<file path="src/rtl/acc_flag_unit_pkg.sv">
package acc_flag_unit_pkg;

  localparam int FLAG_W = 8;

  // Flag byte bit positions (fixed by the processor's flag layout)
  localparam int FLAG_S  = 7;
  localparam int FLAG_Z  = 6;
  localparam int FLAG_H  = 4;
  localparam int FLAG_PV = 2;
  localparam int FLAG_N  = 1;
  localparam int FLAG_C  = 0;

  localparam logic [FLAG_W-1:0] BIT_H  = FLAG_W'(1) << FLAG_H;
  localparam logic [FLAG_W-1:0] BIT_N  = FLAG_W'(1) << FLAG_N;
  localparam logic [FLAG_W-1:0] BIT_C  = FLAG_W'(1) << FLAG_C;
  localparam logic [FLAG_W-1:0] BIT_S  = FLAG_W'(1) << FLAG_S;
  localparam logic [FLAG_W-1:0] BIT_Z  = FLAG_W'(1) << FLAG_Z;
  localparam logic [FLAG_W-1:0] BIT_PV = FLAG_W'(1) << FLAG_PV;

  // Rotates drop H, N and C; word add keeps only S, Z and P/V
  localparam logic [FLAG_W-1:0] ROT_KEEP  = ~(BIT_H | BIT_N | BIT_C);
  localparam logic [FLAG_W-1:0] WADD_KEEP = BIT_S | BIT_Z | BIT_PV;

  typedef enum logic [2:0] {
    OP_ROT_LC  = 3'd0,
    OP_ROT_RC  = 3'd1,
    OP_ROT_LT  = 3'd2,
    OP_ROT_RT  = 3'd3,
    OP_INV_ACC = 3'd4,
    OP_SET_C   = 3'd5,
    OP_CMP_C   = 3'd6,
    OP_WADD    = 3'd7
  } accOp_e;

  typedef struct packed {
    logic captureMain;
    logic captureSum;
    logic validNext;
  } ctrlStrobes_t;

endpackage

</file>
<file path="src/rtl/acc_flag_ctrl.sv">
module acc_flag_ctrl
  import acc_flag_unit_pkg::*;
(
  input  logic         clk,
  input  logic         rstN,
  input  logic         inValid,
  input  accOp_e       opCode,
  output ctrlStrobes_t strobes,
  output logic         outValid
);

  always_comb begin
    strobes.captureMain = inValid;
    strobes.captureSum  = inValid && (opCode == OP_WADD);
    strobes.validNext   = inValid;
  end

  always_ff @(posedge clk) begin
    if (!rstN) outValid <= 1'b0;
    else       outValid <= strobes.validNext;
  end

endmodule

</file>
<file path="src/rtl/acc_flag_datapath.sv">
module acc_flag_datapath
  import acc_flag_unit_pkg::*;
#(
  parameter int DATA_W = 8,
  parameter int WORD_W = 16
) (
  input  logic              clk,
  input  logic              rstN,
  input  ctrlStrobes_t      strobes,
  input  accOp_e            opCode,
  input  logic [DATA_W-1:0] accIn,
  input  logic [FLAG_W-1:0] flagIn,
  input  logic [WORD_W-1:0] opA,
  input  logic [WORD_W-1:0] opB,
  output logic [DATA_W-1:0] accOut,
  output logic [FLAG_W-1:0] flagOut,
  output logic [WORD_W-1:0] sumOut
);

  localparam int MSB      = DATA_W - 1;
  localparam int HALF_BIT = WORD_W - 4;

  logic [DATA_W-1:0] accNext;
  logic [FLAG_W-1:0] flagNext;
  logic [WORD_W:0]   wideSum;
  logic [WORD_W-1:0] carryTrace;
  logic              oldCarry;

  assign wideSum    = {1'b0, opA} + {1'b0, opB};
  assign carryTrace = wideSum[WORD_W-1:0] ^ opA ^ opB;
  assign oldCarry   = flagIn[FLAG_C];

  always_comb begin
    accNext  = accIn;
    flagNext = flagIn;
    unique case (opCode)
      OP_ROT_LC: begin
        accNext  = {accIn[MSB-1:0], accIn[MSB]};
        flagNext = (flagIn & ROT_KEEP) | (accIn[MSB] ? BIT_C : '0);
      end
      OP_ROT_RC: begin
        accNext  = {accIn[0], accIn[MSB:1]};
        flagNext = (flagIn & ROT_KEEP) | (accIn[0] ? BIT_C : '0);
      end
      OP_ROT_LT: begin
        accNext  = {accIn[MSB-1:0], oldCarry};
        flagNext = (flagIn & ROT_KEEP) | (accIn[MSB] ? BIT_C : '0);
      end
      OP_ROT_RT: begin
        accNext  = {oldCarry, accIn[MSB:1]};
        flagNext = (flagIn & ROT_KEEP) | (accIn[0] ? BIT_C : '0);
      end
      OP_INV_ACC: begin
        accNext  = ~accIn;
        flagNext = flagIn | BIT_H | BIT_N;
      end
      OP_SET_C: begin
        flagNext = (flagIn & ~(BIT_H | BIT_N)) | BIT_C;
      end
      OP_CMP_C: begin
        flagNext = (flagIn & ROT_KEEP)
                 | (oldCarry ? BIT_H : '0)
                 | (oldCarry ? '0 : BIT_C);
      end
      OP_WADD: begin
        flagNext = (flagIn & WADD_KEEP)
                 | (carryTrace[HALF_BIT] ? BIT_H : '0)
                 | (wideSum[WORD_W] ? BIT_C : '0);
      end
      default: begin
        accNext  = accIn;
        flagNext = flagIn;
      end
    endcase
  end

  always_ff @(posedge clk) begin
    if (!rstN) begin
      accOut  <= '0;
      flagOut <= '0;
    end else if (strobes.captureMain) begin
      accOut  <= accNext;
      flagOut <= flagNext;
    end
  end

  always_ff @(posedge clk) begin
    if (!rstN)                  sumOut <= '0;
    else if (strobes.captureSum) sumOut <= wideSum[WORD_W-1:0];
  end

endmodule

</file>
<file path="src/rtl/acc_flag_unit.sv">
module acc_flag_unit
  import acc_flag_unit_pkg::*;
#(
  parameter int DATA_W = 8,
  parameter int WORD_W = 16
) (
  input  logic              clk,
  input  logic              rstN,
  input  logic              inValid,
  input  logic [2:0]        opSel,
  input  logic [DATA_W-1:0] accIn,
  input  logic [7:0]        flagIn,
  input  logic [WORD_W-1:0] opA,
  input  logic [WORD_W-1:0] opB,
  output logic              outValid,
  output logic [DATA_W-1:0] accOut,
  output logic [7:0]        flagOut,
  output logic [WORD_W-1:0] sumOut
);

  accOp_e       opCode;
  ctrlStrobes_t strobes;

  assign opCode = accOp_e'(opSel);

  acc_flag_ctrl ctrl_i (
    .clk      (clk),
    .rstN     (rstN),
    .inValid  (inValid),
    .opCode   (opCode),
    .strobes  (strobes),
    .outValid (outValid)
  );

  acc_flag_datapath #(
    .DATA_W (DATA_W),
    .WORD_W (WORD_W)
  ) dp_i (
    .clk     (clk),
    .rstN    (rstN),
    .strobes (strobes),
    .opCode  (opCode),
    .accIn   (accIn),
    .flagIn  (flagIn),
    .opA     (opA),
    .opB     (opB),
    .accOut  (accOut),
    .flagOut (flagOut),
    .sumOut  (sumOut)
  );

endmodule

</file>
<file path="config.mk">
export PLATFORM = sky130hd
export DESIGN_NAME = acc_flag_unit
export DESIGN_NICKNAME = d
export VERILOG_FILES = /design/src/rtl/acc_flag_unit_pkg.sv /design/src/rtl/acc_flag_ctrl.sv /design/src/rtl/acc_flag_datapath.sv /design/src/rtl/acc_flag_unit.sv
export SDC_FILE = /design/constraint.sdc
export NUM_CORES = 1
export LEC_CHECK = 0
export BUFFER_PORTS_ARGS = -buffer_cell sky130_fd_sc_hd__clkbuf_2
export CAP_MARGIN = 15
export CORE_AREA = 2 2 79 66
export DETAILED_ROUTE_END_ITERATION = 6
export DIE_AREA = 0 0 81 68
export MAX_ROUTING_LAYER = met4
export PLACE_DENSITY = 0.83
export SYNTH_ARGS = -nofsm -noshare
export SYNTH_HDL_FRONTEND = slang
export SYNTH_SLANG_ARGS = --single-unit
</file>
<file path="constraint.sdc">
create_clock -name clk -period 5.08 [get_ports clk]
set_clock_uncertainty 0.2 [all_clocks]
set_input_delay 0.508 -clock clk [delete_from_list [all_inputs] [get_ports clk]]
set_output_delay 0.508 -clock clk [all_outputs]
set_load 0.01 [all_outputs]
</file>
==> flow_summary_export.csv, run 1 <==
group,metric,value,unit
final_layout,seq_area,660.6,um2
clocking,ctsResizeCount,0,
logic_synthesis,synth_mux_area_share,4.848,%
sta,fin_crit,2.670,ns
clocking,cts_tree,"built",
die,die_w,81,um
logic_synthesis,yosys-top-cells-area,"dfxtp_1, a21oi_1, ha_1",
global_route,met2_usage,35.64,%
worst_setup_path,crit_path_max_fanout,26,
worst_setup_path,cpMaxStageDelayCell,"or4_1",
drt,remaining_drc_errors,0,
logic_synthesis,netlist_area,0.002271,mm2
final_layout,layout.nets,436,
worst_setup_path,r2r_slack,4.10,ns
logic_synthesis,synth_xor_area_share,5.234,%
logic_synthesis,synth_top_area_share,29.09,%
final_layout,nFillCells,447,
sta,slew_viol_final,0,
sta,min_period_over_period,52.57,%
drt,finalWirelength,5790,um
sta,fmax,0.3745,GHz
worst_setup_path,reg2reg_from,"dp_i.sumOut[13]",
sta,whs,0.2548,ns
sta,tightest_slew,0.7534,ns
worst_setup_path,crit_chain,"clkbuf_2 -> nand3_1 -> nor2_2 -> nand2_1 -> or4_1 -> nand3_1",
global_route,grt_max_degree,27,
logic_synthesis,ys_seq_area_share,29.09,%
flow_run,maxCapViolCount,0,
drt,dr.first_iter.drc_count,107,
clocking,htreeDepth,2,
global_route,grt-ovfl-total,0,
place,dp_hpwl,4371,um
worst_setup_path,crit_arrival,2.70,ns
worst_setup_path,worstSetupStartpointType,"input pin",
worst_setup_path,crit_type,"in2reg",
clocking,clock-sinks,33,
logic_synthesis,syn-num-nets,360,
die,initial_core_util,47.54,%
clocking,hold_buffers,0,
clocking,clockRootBuffer,"clkbuf_8",
drt,detail_route.first_pass.iterations,4,
worst_setup_path,r2r_end,"dp_i.sumOut[13]",
logic_synthesis,netlist_instances,289,
logic_synthesis,synthAdderAreaFrac,9.697,%
worst_setup_path,required,5.11,ns
sta,slew_headroom,49.72,%
pwr,p_per_area,274.5,mW/mm2
global_route,gr-max-usage-layer,"met2",
worst_setup_path,ff2ff_path_depth,2,
pwr,leakagePower,1.306,nW
sta,setup_tns,0,ns
clocking,insertion_delay,0.29,ns
clocking,post_cts_buffers,0,
logic_synthesis,synthSimpleGateAreaFrac,21.05,%
final_layout,syn_to_final_growth,25.29,%
min_path,hp-start,"flagIn[7]",
logic_synthesis,synth_ff_type,"dfxtp_1",
worst_setup_path,crit_start,"opSel[2]",
logic_synthesis,synth_most_common_cell,"a21oi_1",
die,boundaryPins,87,
final_layout,antenna_cells,0,
sta,rsz0062_at_grt,"no",
logic_synthesis,yosysWarnings,0,
pwr,vdd_drop_max,0.1500,mV
min_path,min_to,"dp_i.flagOut[7]",
min_path,hold_class,"in2reg",
clocking,path_clk_slew,0.08,ns
die,die_h,68,um
clocking,cts_buffer_depth,2,
logic_synthesis,synth_top_family_by_area,"compound AO/OA/AOI/OAI gates",
worst_setup_path,cpPeakStageDelay,0.56,ns
global_route,use_met3,3.562,%
drt,via_per_inst,5.549,
logic_synthesis,synthArstFlopShare,0,%
logic_synthesis,ys_ff_latch,33,
logic_synthesis,synth_edf_count,0,
worst_setup_path,worstSetupEndpointType,"flip-flop",
drt,wl_per_cell,13.53,um
global_route,track_usage,22.31,%
place,portBuffers,84,
die,std_cell_rows,23,
global_route,antenna_found_initial,0,
logic_synthesis,synth_compound_area_share,26.56,%
sta,hold_violations,0,
global_route,grt_pass1_wl,9411,um
global_route,met1_usage,29.02,%
run_status,outcome,"complete, no violations",
sta,setup_viol,0,
min_path,min_path_cells,3,
final_layout,drive_gt1_share,26.50,%
logic_synthesis,avgSynthCellArea,7.858,um2
logic_synthesis,post_synth_num_cell_types,51,
worst_setup_path,cp_common_cell,"nand3_1",
clocking,numCtsBuffers,5,
final_layout,multiInputGateArea,0.001530,mm2
logic_synthesis,synth_largest_area_cell,"dfxtp_1",
die,core-area,0.004777,mm2
drt,vias,2375,
global_route,grt_pass1_vias,2124,
place,gp_congestion,0.8572,
drt,antenna_left,0,
die,dieArea,0.005508,mm2
logic_synthesis,synth.cells.most_frequent,"a21oi_1, dfxtp_1, nand2_1",
==> state kept, by name (all words and copies together) (netlist names) <==
| register | count |
|---|---|
| dp_i.flagOut | 8 |
| dp_i.sumOut | 16 |
| ctrl_i.outValid | 1 |
| dp_i.accOut | 8 |
==> layer usage <==
layer	vias up	wire length (um)
met5	-	0
met4	0	67
met3	7	431
met2	99	2715
met1	1063	2576
li1	1206	-
==> where the power goes <==
group	internal (mW)	switching [mW]
combinational	0.0874	0.109
sequential	0.271	0.00670
clock	0.198	0.109
==> critical path, delay by kind of cell <==
kind / cells / cell delay, ns
and+or+nand+nor: 5 / 1.76
buffers and inverters: 1 / 0.43
==> cells by family after synthesis <==
| group | Yosys count |
|---|---|
| compound gates | 97 |
| mux | 11 |
| simple gates | 99 |
| fa+ha+maj | 17 |
| xor+xnor | 12 |
| flops | 33 |
| buf+inv | 20 |
==> worst max path at each step <==
stage | endpoint | slack (ns) | depth (start not counted)
2_1_floorplan | dp_i.flagOut[4] | 2.47 | 8
4_1_cts | dp_i.sumOut[15] | 2.44 | 6
5_1_grt | dp_i.sumOut[15] | 2.22 | 6
3_5_place_dp | dp_i.flagOut[4] | 2.16 | 9
3_3_place_gp | dp_i.sumOut[15] | 2.18 | 6
6_report | dp_i.sumOut[15] | 2.41 | 6
==> stage by stage <==
step | setup WS [ns] | utilization (%) | instance area [um2] | total power, mW | cells
finish | 2.410 | 59.56 | 2845 | 0.7810 | 428
global route | 2.221 | 59.56 | 2845 | 0.8195 | 428
CTS | 2.441 | 59.56 | 2845 | 0.7816 | 428
detailed placement | 2.156 | 56.68 | 2708 | 0.4780 | 420
global placement | 2.178 | 56.68 | 2708 | 0.4730 | 420
floorplan | 2.467 | - | 2271 | 0.4178 | 289
==> cell usage in the layout (no fill, tap or decap), types with 3 or more instances in the layout <==
cell	netlist	layout
a21oi_1	45	45
nor2_1	24	24
nor2b_1	5	5
o211ai_1	9	9
a211oi_1	4	4
nand2b_1	3	3
xnor2_1	7	7
clkbuf_8	0	5
inv_1	4	4
o21ai_0	3	3
mux2i_1	11	11
ha_1	16	16
o21ai_1	10	10
clkbuf_2	0	84
a31oi_1	4	4
o21a_1	3	3
nand2_1	30	30
nand3_1	15	15
nor3_1	5	5
dfxtp_1	33	33
xor2_1	4	4
and3_1	3	3
a21o_1	3	3
==> cell type report <==
| type | count | share of cell area, % |
|---|---|---|
| clock inverter | 3 | 2.419 |
| timing repair buffer | 84 | 14.78 |
| multi-input combinational | 236 | 53.78 |
| tap | 62 | 2.726 |
| inverter | 5 | 0.6596 |
| clock buffer | 5 | 2.419 |
| sequential | 33 | 23.22 |
No activity file was read; power rests on OpenSTA's default activity.
==> run 2, diff against run 1 <==
ABC_AREA = 1   (was unset)
CORE_AREA = 2 2 80 67   (was 2 2 79 66)
DIE_AREA = 0 0 82 69   (was 0 0 81 68)
PLACE_DENSITY = 0.81   (was 0.83)
clock period = 2.5 ns   (was 5.08 ns; I/O delays follow)
==> run 2 against run 1 <==
Cell count increased by 8.9%. Setup slack worse by 1.8 ns. Combinational power increased by 100%. Count of clock-buffer cells in the layout up 2. Final area rose by 0.62%. Non-clock buffer count is 3 higher. Utilization decreased by 0.35 points. Power grew 92%. Global-route usage down 1.2 points. Critical path type unchanged. Largest power group is now registers.
==> flow_summary_export.csv, run 2 <==
group,metric,value,unit
worst_setup_path,crit_start,"opA[0]",
die,std_cell_rows,23,
logic_synthesis,avgSynthCellArea,7.162,um2
die,boundaryPins,87,
worst_setup_path,crit_type,"in2reg",
die,initial_core_util,47.26,%
logic_synthesis,synthSimpleGateAreaFrac,26.23,%
global_route,antenna_found_initial,0,
logic_synthesis,netlist_area,0.002285,mm2
drt,detail_route.first_pass.iterations,4,
logic_synthesis,ys_ff_latch,33,
place,portBuffers,84,
global_route,grt_max_degree,28,
logic_synthesis,post_synth_num_cell_types,44,
logic_synthesis,synth_largest_area_cell,"dfxtp_1",
place,dpl_cell_area,0.002726,mm2
place,dp_hpwl,4427,um
logic_synthesis,synth_top_family_by_area,"simple AND/OR/NAND/NOR gates",
final_layout,regMostFlops,"dp_i.sumOut",
final_layout,seq_area,660.6,um2
pwr,vdd_drop_max,0.3177,mV
logic_synthesis,synth_ff_type,"dfxtp_1",
logic_synthesis,yosys-top-cells-area,"dfxtp_1, nand2_1, ha_1",
pwr,p_per_area,523.2,mW/mm2
logic_synthesis,synthArstFlopShare,0,%
final_layout,drive_gt1_share,30.20,%
final_layout,finish.utilization,59.21,%
worst_setup_path,worstSetupStartpointType,"input pin",
clocking,cts_tree,"built",
sta,hold_violations,0,
pwr,p_sw,0.4546,mW
pwr,leakagePower,1.466,nW
place,dp_slack,0.3155,ns
sta,rsz0062_at_grt,"no",
worst_setup_path,cpPeakStageDelay,0.40,ns
flow_run,maxCapViolCount,0,
worst_setup_path,worstSetupEndpointType,"flip-flop",
drt,antenna_left,0,
sta,fmax,0.5296,GHz
clocking,post_cts_buffers,0,
final_layout,layout.nets,474,
sta,tightest_slew,0.5461,ns
sta,setup_viol,0,
logic_synthesis,syn-num-nets,390,
logic_synthesis,netlist_instances,319,
clocking,insertion_delay,0.28,ns
final_layout,largest_reg_flops,16,
drt,wl_per_cell,12.37,um
worst_setup_path,reg2reg_from,"dp_i.sumOut[10]",
die,die_w,82,um
logic_synthesis,synth_xor_area_share,2.683,%
sta,setup_slack,0.6117,ns
pwr,combinationalPowerShare,26.9,%
final_layout,fin_area,0.002863,mm2
logic_synthesis,synth_edf_count,0,
sta,setup_tns,0,ns
global_route,track_usage,21.07,%
worst_setup_path,ff2ff_path_depth,4,
clocking,htreeDepth,2,
logic_synthesis,synth_top_area_share,28.92,%
min_path,hp-start,"flagIn[7]",
sta,slew_viol_final,0,
pwr,swShare,30.35,%
logic_synthesis,synth_compound_area_share,23.44,%
pwr,power_frac_seq,38.0,%
run_status,outcome,"complete, no violations",
min_path,hold_class,"in2reg",
drt,remaining_drc_errors,0,
pwr,p_clk_share,35.1,%
drt,vias,2422,
min_path,min_path_cells,3,
final_layout,largestRegisters,"dp_i.sumOut (16), dp_i.accOut (8), dp_i.flagOut (8)",
final_layout,layout_common_cells,"clkbuf_2, nand2_1, nor2_1",
worst_setup_path,cpMaxStageDelayCell,"fa_1",
clocking,numCtsBuffers,5,
logic_synthesis,yosysWarnings,0,
worst_setup_path,crit_chain,"clkbuf_2 -> ha_1 -> fa_1 -> nand3_1 -> nand2_1 -> nand3_2 -> nand3_2 -> nand2_2 -> nand2_2 -> a21oi_2 -> o21ai_1 -> o211ai_1 -> inv_1",
clocking,ctsResizeCount,0,
sta,fin_crit,1.888,ns
clocking,clock-sinks,33,
die,dieArea,0.005658,mm2
worst_setup_path,required,2.47,ns
worst_setup_path,crit_path_max_fanout,4,
logic_synthesis,synth.cells.most_frequent,"nand2_1, nor2_1, dfxtp_1, inv_1, o21ai_0",
final_layout,antenna_cells,0,
final_layout,nFillCells,438,
global_route,grt-ovfl-total,0,
final_layout,syn_to_final_growth,25.30,%
sta,min_period_over_period,75.53,%
worst_setup_path,crit_arrival,1.86,ns
clocking,clockRootBuffer,"clkbuf_8",
global_route,grt_pass1_vias,2261,
die,die_h,69,um
logic_synthesis,synth_most_common_cell,"nand2_1",
global_route,grt_pass1_wl,9404,um
clocking,path_clk_slew,0.07,ns
drt,finalWirelength,5764,um
sta,slew_headroom,63.59,%
die,core-area,0.004835,mm2
logic_synthesis,synth_mux_area_share,0,%
drt,via_per_inst,5.197,
final_layout,multiInputGateArea,0.001416,mm2
pwr,p_int,1.043,mW
logic_synthesis,synthAdderAreaFrac,9.639,%
place,gp_congestion,0.9269,
drt,dr.first_iter.drc_count,115,
clocking,cts_buffer_depth,2,
logic_synthesis,ys_seq_area_share,28.92,%
final_layout,final_common_cell,"clkbuf_2",
-- run 2: critical path: cells and delay by family --
family	cells	cell delay, ns
fa+ha+maj	2	0.61
compound gates	3	0.26
buf+inv	2	0.14
simple gates	6	0.61
-- run 2: routing by layer --
layer  up-vias  share of wire (%)  wire length (um)  global-route usage (%)
met5         -                  0                 0                       -
met4         0                1.2                70                   7.037
met3         8                6.3               361                   4.843
met2        83                 44              2557                   33.15
met1      1075                 48              2774                   26.41
li1       1256                  -                 -                       -
-- run 2: cell families after synthesis --
family | Yosys count
buffers and inverters | 48
AO/OA/AOI/OAI | 82
flip-flops | 33
AND/OR/NAND/NOR | 132
adder cells (fa/ha/maj) | 17
XOR/XNOR | 7
-- run 2: path summary, 6_finish.rpt --
path | endpoint | slack (ns)
worst max-delay path | dp_i.sumOut[14] | 0.61
worst min-delay path | dp_i.flagOut[7] | 0.004
worst max register to register | dp_i.sumOut[10] | 1.59
worst min register to register | dp_i.accOut[0] | 0.27
-- run 2: cell type report --
cell class	instances	share of cell area (%)
clock buffers	7	3.016
repair buffers	87	15.65
clock inverters	1	1.049
well taps	62	2.710
multi-input cells	238	49.48
flip-flops and latches	33	23.08
inverters	38	5.026
-- run 2: what timing repair did --
| item | CTS | global route |
|---|---|---|
| setup endpoints to repair | 0 | 0 |
| endpoints found under the hold margin | 2 | 0 |
| hold buffers | 2 | 0 |
-- run 2: through the flow --
step           hold slack [ns]  std cells  power, mW
4_1_cts              0.0009625        466      1.501
6_report              0.003731        466      1.498
2_1_floorplan           0.1849        319     0.8522
3_5_place_dp            0.2654        456     0.9770
5_1_grt                0.02337        466      1.584
3_3_place_gp            0.2663        456     0.9686
-- run 2: power groups by stage --
stage	clock network [mW]	logic, mW	registers [mW]
finish	0.526	0.403	0.568
CTS	0.530	0.402	0.568
detailed placement	0	0.397	0.580
global placement	0	0.390	0.579
global route	0.560	0.453	0.571
floorplan	0	0.260	0.592
